<file path="config.mk">
export PLATFORM = sky130hd
export DESIGN_NAME = temp_split_reg
export DESIGN_NICKNAME = d
export VERILOG_FILES = /design/src/rtl/temp_split_reg.sv
export SDC_FILE = /design/constraint.sdc
export NUM_CORES = 1
export LEC_CHECK = 0
export CAP_MARGIN = 10
export CORE_MARGIN = 8
export CORE_UTILIZATION = 39
export CTS_CLUSTER_SIZE = 16
export DETAILED_ROUTE_END_ITERATION = 12
export PLACE_DENSITY = 0.84
export SLEW_MARGIN = 20
export SYNTH_ARGS = -nofsm -noshare
export SYNTH_HDL_FRONTEND = slang
export SYNTH_SLANG_ARGS = --single-unit
</file>
<file path="constraint.sdc">
create_clock -name clk -period 2 [get_ports clk]
set_input_delay 0.4 -clock clk [delete_from_list [all_inputs] [get_ports clk]]
set_output_delay 0.4 -clock clk [all_outputs]
set_load 0.02 [all_outputs]
</file>
<file path="src/rtl/temp_split_reg.sv">
module temp_split_reg #(
  parameter int ADDR_W = 8,
  parameter int FRAC_W = 2,
  parameter logic [ADDR_W-1:0] HI_ADDR = 8'h00,
  parameter logic [ADDR_W-1:0] LO_ADDR = 8'h01
) (
  input  logic                  clk,
  input  logic                  rst_n,
  input  logic                  conv_valid,
  input  logic [8+FRAC_W-1:0]   conv_data,
  input  logic [ADDR_W-1:0]     host_addr,
  input  logic                  host_rd,
  input  logic                  host_wr,
  input  logic [7:0]            host_wdata,
  output logic [7:0]            host_rdata
);
  localparam int CONV_W = 8 + FRAC_W;
  localparam int PAD_W  = 8 - FRAC_W;

  logic [7:0] hi_q, lo_live_q, lo_vis_q, rdata_q;
  logic       lock_q;

  wire       rd_hi  = host_rd && (host_addr == HI_ADDR);
  wire       rd_lo  = host_rd && (host_addr == LO_ADDR);
  wire [7:0] new_lo = {conv_data[FRAC_W-1:0], {PAD_W{1'b0}}};

  always_ff @(posedge clk) begin
    if (!rst_n) begin
      hi_q      <= 8'h00;
      lo_live_q <= 8'h00;
      lo_vis_q  <= 8'h00;
      lock_q    <= 1'b0;
      rdata_q   <= 8'h00;
    end else begin
      if (conv_valid) begin
        hi_q      <= conv_data[CONV_W-1:FRAC_W];
        lo_live_q <= new_lo;
      end
      if (rd_hi) begin
        lo_vis_q <= lo_live_q;
        lock_q   <= 1'b1;
      end else if (conv_valid && !lock_q) begin
        lo_vis_q <= new_lo;
      end
      if (rd_lo)
        lock_q <= 1'b0;
      if (host_rd)
        rdata_q <= rd_hi ? hi_q : (rd_lo ? lo_vis_q : 8'h00);
    end
  end

  assign host_rdata = rdata_q;

  a_r1_hi_read_arms: assert property (@(posedge clk) disable iff (!rst_n)
    rd_hi |=> lock_q);

  a_r2_held_low_stable: assert property (@(posedge clk) disable iff (!rst_n)
    (lock_q && !rd_hi) |=> $stable(lo_vis_q));

  a_r4_low_read_releases: assert property (@(posedge clk) disable iff (!rst_n)
    rd_lo |=> !lock_q);

  a_r6_undef_reads_zero: assert property (@(posedge clk) disable iff (!rst_n)
    (host_rd && !rd_hi && !rd_lo) |=> (host_rdata == 8'h00));

  a_r7_write_no_effect: assert property (@(posedge clk) disable iff (!rst_n)
    (host_wr && !host_rd && !conv_valid) |=>
      ($stable(hi_q) && $stable(lo_vis_q) && $stable(lock_q) && $stable(host_rdata)));

  a_r7_wdata_known: assert property (@(posedge clk) disable iff (!rst_n)
    host_wr |-> !$isunknown(host_wdata));

  a_r9_rdata_held: assert property (@(posedge clk) disable iff (!rst_n)
    !host_rd |=> $stable(host_rdata));

  a_r3_low_pad_zero: assert property (@(posedge clk) disable iff (!rst_n)
    rd_lo |=> (host_rdata[PAD_W-1:0] == '0));
endmodule

</file>
==> results by group, run 1 <==
STA
  • Rel. slew slack: 0.704
  • Tcrit/Tclk final: 0.886
  • Hold Slack: 481 ps
  • PnR worst setup slack: 229 ps
  • Max Slew Vio Count: 0
  • Max Fclk: 565 MHz
  • Setup-failing EPs final: 0
  • Final min period: between 1500 and 2000 ps
  • RSZ-0062 raised after global routing: no
  • Slew @ Worst Pin: roughly 440 ps
  • Setup Skew: roughly 4.6 ps
  • Hold Vio Cnt, Final: 0

Yosys
  • Cell taking the most area after synthesis: dfxtp_1
  • Post-synthesis mux area share: 0.163
  • Compound-Gate Fraction of Synth Area: 0.141
  • Main combinational cell family by area after synthesis: simple AND/OR/NAND/NOR gates
  • Synth Area in Simple Gates: 0.167
  • Synthesis-stage register bit count: 21
  • Synth Net Count: between 100 and 150
  • Warnings, synthesis: 0
  • Unique cell type count in the Yosys netlist: 20
  • Syn avg cell area: 11.5 um2
  • Sequential fraction of the synthesis area: 0.488
  • Post-synthesis adder-cell area fraction: 0
  • Synth Area in XOR/XNOR: 0
  • Top cells by area, synth: dfxtp_1 49%, mux2i_1 16%, nor2b_1 8.7%, a32o_2 7.8%, o32ai_1 2.0%
  • Syn Inst Count: between 70 and 80
  • Post-Syn Area: approximately 860 um2
  • Share of the synthesized area in the top cell type: 0.488

Finish
  • Footprint of the multi-input gates: 405 um2
  • Area Overhead vs Synth: 44.3%
  • Final #Nets: around 140
  • Storage element area: 420 um2
  • Finished Cell Area: 1240 um2
  • Layout cells sized above 1: 0.165
  • Layout Utilization: 0.578
  • Filler cells: 184
  • Diodes inserted: 0

Clock tree
  • Post-CTS Setup Bufs: 0
  • Clk sinks: 21
  • Root Buffer: clkbuf_4
  • Clock buffer depth: 2
  • CTS tree: done
  • Post-cts resize count: 0
  • Hold buffer count at CTS: 0
  • Clock-pin slew on the worst setup and hold paths: roughly 110 ps
  • Clock insertion delay at the later pin of the skew report: 300 ps
  • H-tree depth: 1
  • CTS buffer count: 3

Critical path
  • R2r setup slk: about 930 ps
  • Crit Path Max Fanout: 8
  • Worst R2R Start: lock_q
  • CP Capture Type: flop
  • Worst Path Required: 2240 ps
  • Critical Path AT: 2010 ps
  • Setup crit start kind: input pin
  • Reg2Reg Depth: 3
  • Crit Path Category: in -> reg
  • R2R Path End: lo_vis_q[7]

Placed design
  • Final GP Congestion: around 0.75
  • Port-buffer cells: 29
  • Area after DPL: 1220 um2
  • Setup slack at placement: -83.1 ps
  • Detail Placement HPWL: 1.57 mm

Routing
  • Routed WL: just over 2 mm
  • Met3 Wirelength: 99 um
  • WL met1: 862 um
  • Avg WL per Cell: 14.8 um
  • Vias per inst: 5.02
  • # DRC: 0
  • Top Metal Used: met4
  • Antenna Nets Post-Route: 0
  • Initial DRT Pass Iterations: 2
  • Initial DRC count: 14
  • DR vias: about 690
  • Routed wl met2: 1.00 mm

Power and ir drop
  • Peak supply drop: 0.000301 V
  • PwrDens: 597 nW/um2
  • Static Leakage: 0.509 nW

Global route
  • Vias in the first global route: ~720
  • Global-route wire length before repair: 3.19 mm
  • Largest net degree at the start of global routing: 23
  • GRT overflow: 0
  • Initial antenna violation count: 0
  • Total GRT Usage: 0.100

Floorplanning
  • Die Y-Extent: 63.0 um
  • Core Area: 2150 um2
  • Io pins: 39
  • Die Area: between 3000 and 4000 um2
  • Die span in x: 63.0 um
  • Cell Rows: 17
  • Starting Density: 0.401

Outcome
  • Status: complete, no violations

Worst hold path
  • Hold Path Depth: 2
  • Tightest Hold Check Type: reg -> reg
  • Hold path start: lo_live_q[7]
  • Hold endpoint: lo_vis_q[7]

Job
  • Max-Cap Viols: 0
Yosys cell counts (all sizes together):
cell	instances
or4b	1
a21oi	1
nor3	1
nand2	1
or3	1
or4	1
dfxtp	21
buf	2
clkbuf	3
nor2b	12
inv	2
mux2i	14
o41ai	1
a32o	6
and2	2
or3b	1
o32ai	2
o21a	2
o211ai	1
power by group:
part           switching (mW)  internal [mW]  total [mW]
Clock                   0.122         0.0778       0.200
Sequential            0.00773          0.433       0.440
Combinational          0.0358         0.0650       0.101
Total                   0.166          0.576       0.742
how the worst max path moves through the flow:
| stage | cells after the start | start | end |
|---|---|---|---|
| floorplan | 4 | host_addr[7] | lo_vis_q[7] |
| global placement | 5 | host_rd | lo_vis_q[7] |
| detailed placement | 5 | host_rd | lo_vis_q[7] |
| CTS | 5 | host_rd | lo_vis_q[7] |
| global route | 5 | host_rd | lo_vis_q[7] |
| finish | 5 | host_rd | lo_vis_q[7] |
through the flow:
step	total power, mW	instances	setup TNS, ps
floorplan	0.491	75	0
global placement	0.548	133	-301
detailed placement	0.551	133	-456
CTS	0.748	137	0
global route	0.767	137	0
finish	0.742	137	0
logic make-up (layout without fill, tap and decap cells):
group                  Yosys count  count (layout)
flip-flops                      21              21
AND/OR/NAND/NOR                 20              20
multiplexers                    14              14
AO/OA/AOI/OAI                   13              13
buffers and inverters            7              41
critical path, stage by stage:
cell and delay [ps]:
clkdlybuf4s50_1 480, or4b_1 590, nor3_4 230, buf_12 150, mux2i_1 160
cell type report:
type,count,area share
Sequential cell,21,0.338
Multi-Input combinational cell,47,0.326
Timing Repair Buffer,35,0.280
Tap cell,28,0.0282
Clock buffer,4,0.0211
Inverter,2,0.00604
layer usage:
layer,global-route usage,vias to the layer above
met4,0.0855,0
met3,0.0251,4
met5,0,-
met2,0.178,16
li1,-,340
met1,0.0938,328
registers in the layout, summed over array words and instances (netlist names):
signal	cells
hi_q	8
host_rdata	8
lo_live_q	2
lo_vis_q	2
lock_q	1
placed cells by master, fill, tap and decap left out, drive strengths merged, types with 2 or more instances in the layout:
master and n:
dfxtp 21, nor2b 12, inv 2, and2 2, a32o 6, o32ai 2
buf 6, clkdlybuf4s50 29, clkbuf 4, o21a 2, mux2i 14
No activity file was read; power rests on OpenSTA's default activity.
==> inputs of run 2 (changes only) <==
--- a/config.mk
+++ b/config.mk
@@ -7,10 +7,10 @@
 export LEC_CHECK = 0
 export CAP_MARGIN = 10
 export CORE_MARGIN = 8
-export CORE_UTILIZATION = 39
-export CTS_CLUSTER_SIZE = 16
+export CORE_UTILIZATION = 40
+export CTS_CLUSTER_SIZE = 40
 export DETAILED_ROUTE_END_ITERATION = 12
-export PLACE_DENSITY = 0.84
+export PLACE_DENSITY = 0.86
 export SLEW_MARGIN = 20
 export SYNTH_ARGS = -nofsm -noshare
 export SYNTH_HDL_FRONTEND = slang
==> run 2 against run 1 <==
  * Cell count decreased by 0.73%
  * Sequential share of layout area did not move
  * Die area decreased by 1.9%
  * Clock skew rose by 3.0 ps
  * Power grew 0.44%
  * Worst hold slack lost 1.4 ps
  * Fmax is 1.6% higher
  * Non-clock buffer count unchanged
  * First-iteration DRC count grew 57%
  * Global-route usage hardly changed
  * Final area stayed put
  * Count of clock-buffer cells in the layout is 1 lower
==> results by group, run 2 (synthesis results as in run 1) <==
STA
  • PnR worst setup slack: 257 ps (was 229 ps)
  • RSZ-0062 raised after global routing: no (unchanged)
  • Max Fclk: 574 MHz (was 565 MHz)
  • Max Slew Vio Count: 0 (unchanged)
  • Rel. slew slack: 0.680 (was 0.704)
  • Setup-failing EPs final: 0 (unchanged)
  • Slew @ Worst Pin: 479 ps (was 443 ps)
  • Hold Vio Cnt, Final: 0 (unchanged)
  • Setup Skew: 7.66 ps (was 4.62 ps)
  • Tcrit/Tclk final: 0.872 (was 0.886)
  • Final min period: 1740 ps (was 1770 ps)

Clock tree
  • Root Buffer: clkbuf_4 (unchanged)
  • H-tree depth: 1 (unchanged)
  • Post-cts resize count: 0 (unchanged)
  • Clock-pin slew on the worst setup and hold paths: 120 ps (was 110 ps)
  • CTS buffer count: 3 (unchanged)
  • Post-CTS Setup Bufs: 0 (unchanged)
  • Hold buffer count at CTS: 0 (unchanged)
  • Clock buffer depth: 2 (unchanged)
  • CTS tree: done (unchanged)
  • Clk sinks: 21 (unchanged)
  • Clock insertion delay at the later pin of the skew report: 310 ps (was 300 ps)

Power and ir drop
  • PwrDens: 599 nW/um2 (was 597 nW/um2)
  • Clock share of power: 0.273 (was 0.270)
  • Switching pwr: 172 uW (was 166 uW)
  • Static Leakage: 0.512 nW (was 0.509 nW)
  • Peak supply drop: 0.000463 V (was 0.000301 V)
  • Total power: 745 uW (was 742 uW)
  • Design internal power: 572 uW (was 576 uW)
  • Logic gate share of total power: 0.136 (about the same)
  • Switching Fraction: 0.231 (was 0.224)
  • Share of power burned in registers: 0.591 (was 0.594)

Critical path
  • Critical Path AT: 1980 ps (was 2010 ps)
  • Reg2Reg Depth: 3 (unchanged)
  • Crit Path Max Fanout: 8 (unchanged)
  • Worst Path Required: 2240 ps (about the same)
  • Setup crit start kind: input pin (unchanged)
  • CP Capture Type: flop (unchanged)
  • R2r setup slk: 930 ps (about the same)
  • Worst R2R Start: lock_q (unchanged)
  • Crit Path Category: in -> reg (unchanged)
  • R2R Path End: lo_vis_q[7] (unchanged)

Finish
  • Diodes inserted: 0 (unchanged)
  • Layout Utilization: 0.621 (was 0.578)
  • Final #Nets: 141 (unchanged)
  • Leading cell type in the layout, fill and taps excluded: clkdlybuf4s50_1 (unchanged)
  • Layout cells sized above 1: 0.174 (was 0.165)
  • Filler cells: 171 (was 184)
  • Area Overhead vs Synth: 44.3% (unchanged)
  • Most frequent cells in the layout: 29 x clkdlybuf4s50_1, 21 x dfxtp_1, 14 x mux2i_1 (unchanged)

Global route
  • Vias in the first global route: 704 (was 724)
  • Global-route wire length before repair: 3.15 mm (was 3.19 mm)
  • Largest net degree at the start of global routing: 17 (was 23)
  • GRT overflow: 0 (unchanged)
  • Met2 usage: 0.179 (was 0.178)
  • GRT met1 Usage: 0.0996 (was 0.0938)
  • Total GRT Usage: 0.100 (about the same)
  • Grt peak-use layer: met2 (unchanged)
  • Initial antenna violation count: 0 (unchanged)
  • Met3 Resource Use GR: 0.0305 (was 0.0251)

Floorplanning
  • Cell Rows: 16 (was 17)
  • Io pins: 39 (unchanged)
  • Core Area: 2000 um2 (was 2150 um2)
  • Die span in x: 62.4 um (was 63.0 um)
  • Die Y-Extent: 62.4 um (was 63.0 um)
  • Starting Density: 0.430 (was 0.401)
  • Die Area: 3890 um2 (was 3970 um2)

Routing
  • DR vias: 680 (was 688)
  • Vias per inst: 5.00 (was 5.02)
  • Routed WL: 1.98 mm (was 2.02 mm)
  • # DRC: 0 (unchanged)
  • Antenna Nets Post-Route: 0 (unchanged)
  • Initial DRT Pass Iterations: 3 (was 2)
  • Initial DRC count: 22 (was 14)
  • Avg WL per Cell: 14.6 um (was 14.8 um)

Worst hold path
  • Hold endpoint: lo_vis_q[7] (unchanged)
  • Hold Path Depth: 2 (unchanged)
  • Hold path start: lo_live_q[7] (unchanged)
  • Tightest Hold Check Type: reg -> reg (unchanged)

Placed design
  • Setup slack at placement: -59.1 ps (was -83.1 ps)
  • Detail Placement HPWL: 1.51 mm (was 1.57 mm)
  • Port-buffer cells: 29 (unchanged)
  • Final GP Congestion: 0.813 (was 0.748)

Outcome
  • Status: complete, no violations (unchanged)

Job
  • Max-Cap Viols: 0 (unchanged)
run 2: cell count changes in the layout (fill, tap and decap cells not counted), sizes merged:
cell    before  now
clkinv       0    1
clkbuf       4    3
run 2: area by class of cell:
cell class / count / area, um2 / area share
repair buffers: 35 / 348 / 0.280
flip-flops and latches: 21 / 420 / 0.338
clock buffers: 3 / 22.5 / 0.0181
clock inverters: 1 / 5.00 / 0.00403
multi-input cells: 47 / 405 / 0.326
well taps: 27 / 33.8 / 0.0272
inverters: 2 / 7.51 / 0.00604
run 2: worst max path at each step:
| stage | slack [ps] | to | from | cells after the start |
|---|---|---|---|---|
| 3_3_place_gp | -20 | lo_vis_q[7] | host_addr[1] | 5 |
| 4_1_cts | 260 | lo_vis_q[7] | host_addr[1] | 5 |
| 6_report | 260 | lo_vis_q[7] | host_addr[5] | 5 |
| 5_1_grt | 220 | lo_vis_q[7] | host_addr[1] | 5 |
| 2_1_floorplan | 410 | lo_vis_q[7] | host_addr[7] | 4 |
| 3_5_place_dp | -60 | lo_vis_q[7] | host_addr[1] | 5 |
run 2: power groups by stage:
stage | Clock (mW) | Sequential [mW] | Combinational, mW
final | 0.203 | 0.440 | 0.101
after CTS | 0.209 | 0.440 | 0.102
after global routing | 0.228 | 0.442 | 0.110
after detailed placement | 0 | 0.450 | 0.102
after global placement | 0 | 0.449 | 0.0987
after floorplan | 0 | 0.448 | 0.0439
run 2: worst max-delay path, cell delays in order:
cell	delay, ps
clkdlybuf4s50_1	410
or4b_1	650
nor3_4	210
buf_12	150
mux2i_1	160
run 2: stage by stage:
stage          hold slack (ps)  instances  setup TNS (ps)  instance area [um2]
2_1_floorplan              438         75               0                  861
3_3_place_gp               442        132            -116                 1210
3_5_place_dp               452        132            -319                 1210
4_1_cts                    479        136               0                 1240
5_1_grt                    501        136               0                 1240
6_report                   480        136               0                 1240
run 2: metal layers:
metal,share of wire,vias up
li1,-,343
met1,0.45,318
met2,0.49,17
met5,0,-
met4,0.017,0
met3,0.040,2
==> inputs of run 3 (changes only) <==
--- a/config.mk
+++ b/config.mk
@@ -7,10 +7,10 @@
 export LEC_CHECK = 0
 export CAP_MARGIN = 10
 export CORE_MARGIN = 8
-export CORE_UTILIZATION = 40
+export CORE_UTILIZATION = 35
 export CTS_CLUSTER_SIZE = 40
 export DETAILED_ROUTE_END_ITERATION = 12
-export PLACE_DENSITY = 0.86
+export PLACE_DENSITY = 0.77
 export SLEW_MARGIN = 20
 export SYNTH_ARGS = -nofsm -noshare
 export SYNTH_HDL_FRONTEND = slang
==> run 3 against run 2 <==
  * Die area is 11% higher
  * Wire length shrank 2.0%
  * Clock skew up 1.3 ps
  * Power is 1.1% lower
  * Largest cell class unchanged
==> results by group, run 3 (synthesis results as in run 1) <==
Global route
  • Vias in the first global route: 726 (was 704)
  • Initial antenna violation count: 0 (unchanged)
  • Total GRT Usage: 0.0923 (was 0.100)
  • Largest net degree at the start of global routing: 23 (was 17)
  • GRT overflow: 0 (unchanged)
  • Global-route wire length before repair: 3.17 mm (was 3.15 mm)

Floorplanning
  • Die span in x: 65.6 um (was 62.4 um)
  • Io pins: 39 (unchanged)
  • Die Y-Extent: 65.6 um (was 62.4 um)
  • Core Area: 2410 um2 (was 2000 um2)
  • Cell Rows: 18 (was 16)
  • Die Area: 4300 um2 (was 3890 um2)
  • Starting Density: 0.357 (was 0.430)

Routing
  • Initial DRC count: 4 (was 22)
  • DR vias: 685 (was 680)
  • Avg WL per Cell: 13.9 um (was 14.6 um)
  • Antenna Nets Post-Route: 0 (unchanged)
  • Routed WL: 1.94 mm (was 1.98 mm)
  • Vias per inst: 4.89 (was 5.00)
  • # DRC: 0 (unchanged)
  • Initial DRT Pass Iterations: 2 (was 3)

Power and ir drop
  • Share of power burned in registers: 0.598 (was 0.591)
  • Logic gate share of total power: 0.135 (was 0.136)
  • Design internal power: 575 uW (was 572 uW)
  • Total power: 737 uW (was 745 uW)
  • Static Leakage: 0.512 nW (about the same)
  • Switching pwr: 161 uW (was 172 uW)
  • Switching Fraction: 0.219 (was 0.231)
  • PwrDens: 594 nW/um2 (was 599 nW/um2)
  • Peak supply drop: 0.000466 V (was 0.000463 V)
  • Clock share of power: 0.267 (was 0.273)

Critical path
  • Max stage delay on crit path: 600 ps (was 650 ps)
  • Setup crit start kind: input pin (unchanged)
  • Critical Path AT: 2000 ps (was 1980 ps)
  • CP max-delay cell: or4b_1 (unchanged)
  • R2R Path End: lo_vis_q[7] (unchanged)
  • R2r setup slk: 950 ps (was 930 ps)
  • Crit Path Max Fanout: 6 (was 8)
  • CP Capture Type: flop (unchanged)
  • Reg2Reg Depth: 3 (unchanged)
  • Worst R2R Start: lock_q (unchanged)
  • Worst Path Required: 2240 ps (about the same)
  • CP cell instances: clkdlybuf4s50_1 > or4b_1 > nor3_4 > buf_4 > a32o_2 (was clkdlybuf4s50_1 > or4b_1 > nor3_4 > buf_12 > mux2i_1)
  • Number of buffers and inverters on the critical path: 2 (unchanged)
  • CP delay by family, top: simple AND/OR/NAND/NOR gates (unchanged)
  • Crit Path Category: in -> reg (unchanged)

Worst hold path
  • Hold path start: lo_live_q[7] (unchanged)
  • Tightest Hold Check Type: reg -> reg (unchanged)
  • Hold Path Depth: 2 (unchanged)
  • Hold endpoint: lo_vis_q[7] (unchanged)

STA
  • PnR worst setup slack: 241 ps (was 257 ps)
  • Setup Skew: 9.01 ps (was 7.66 ps)
  • Tcrit/Tclk final: 0.880 (was 0.872)
  • Final min period: 1760 ps (was 1740 ps)
  • Setup-failing EPs final: 0 (unchanged)
  • RSZ-0062 raised after global routing: no (unchanged)
  • Hold Vio Cnt, Final: 0 (unchanged)
  • Max Slew Vio Count: 0 (unchanged)
  • Rel. slew slack: 0.710 (was 0.680)
  • Max Fclk: 568 MHz (was 574 MHz)
  • Slew @ Worst Pin: 435 ps (was 479 ps)
  • Fin Setup TNS: 0 ps (unchanged)

Finish
  • Area Overhead vs Synth: 44.0% (was 44.3%)
  • Most frequent cells in the layout: 29 x clkdlybuf4s50_1, 21 x dfxtp_1, 14 x mux2i_1 (unchanged)
  • Diodes inserted: 0 (unchanged)
  • Final #Nets: 142 (was 141)
  • Leading cell type in the layout, fill and taps excluded: clkdlybuf4s50_1 (unchanged)
  • Finished Cell Area: 1240 um2 (about the same)
  • Layout cells sized above 1: 0.173 (was 0.174)

Placed design
  • Port-buffer cells: 29 (unchanged)
  • Final GP Congestion: 0.717 (was 0.813)
  • Area after DPL: 1210 um2 (about the same)
  • Detail Placement HPWL: 1.55 mm (was 1.51 mm)
  • Setup slack at placement: -72.3 ps (was -59.1 ps)

Clock tree
  • Clock buffer depth: 2 (unchanged)
  • Post-CTS Setup Bufs: 0 (unchanged)
  • H-tree depth: 1 (unchanged)
  • Clk sinks: 21 (unchanged)
  • Root Buffer: clkbuf_4 (unchanged)
  • Clock insertion delay at the later pin of the skew report: 300 ps (was 310 ps)
  • CTS buffer count: 3 (unchanged)
  • Hold buffer count at CTS: 0 (unchanged)
  • Post-cts resize count: 0 (unchanged)
  • CTS tree: done (unchanged)
  • Clock-pin slew on the worst setup and hold paths: 110 ps (was 120 ps)

Job
  • Max-Cap Viols: 0 (unchanged)

Outcome
  • Status: complete, no violations (unchanged)
## run 3: changes by cell type in the layout (fill, tap and decap cells not counted), sizes merged
cell    change
buf         +1
clkinv      -1
clkbuf      +1
## run 3: worst max path at each step
stage,slack [ps],cells after the start,end,startpoint
after floorplan,410,4,lo_vis_q[7],host_addr[7]
after global placement,-30,5,host_rdata[0],host_rd
final,240,5,host_rdata[5],host_rd
after global routing,190,5,host_rdata[5],host_rd
after CTS,230,5,host_rdata[5],host_rd
after detailed placement,-70,5,host_rdata[5],host_rd
## run 3: worst register-to-register path, cell delays in order (launching register included)
cell	delay, ps
dfxtp_1	340
or3b_2	430
o211ai_1	100
mux2i_1	80
## run 3: stage by stage
step	std cells	utilization	hold WS [ps]
finish	140	0.515	465
global route	140	0.515	493
CTS	140	0.515	476
detailed placement	136	0.504	459
global placement	136	0.504	453
floorplan	75	-	438
## run 3: power groups by stage
stage / Combinational, mW / Sequential, mW / Clock [mW]
after detailed placement: 0.100 / 0.450 / 0
final: 0.0998 / 0.440 / 0.197
after floorplan: 0.0439 / 0.448 / 0
after global routing: 0.108 / 0.443 / 0.226
after global placement: 0.0983 / 0.449 / 0
after CTS: 0.101 / 0.441 / 0.206
## run 3: metal layers
metal | up-vias | wire length [um] | GRT usage
li1 | 345 | - | -
met1 | 320 | 849 | 0.101
met2 | 18 | 940 | 0.155
met3 | 2 | 144 | 0.0408
met4 | 0 | 4 | 0.0327
met5 | - | 0 | 0
## run 3: layout make-up
cell class / instances / area, um2
sequential: 21 / 420
inverter: 2 / 7.51
multi-input combinational: 47 / 405
fill: 236 / 1170
clock buffer: 4 / 26.3
tap: 30 / 37.5
timing repair buffer: 36 / 343
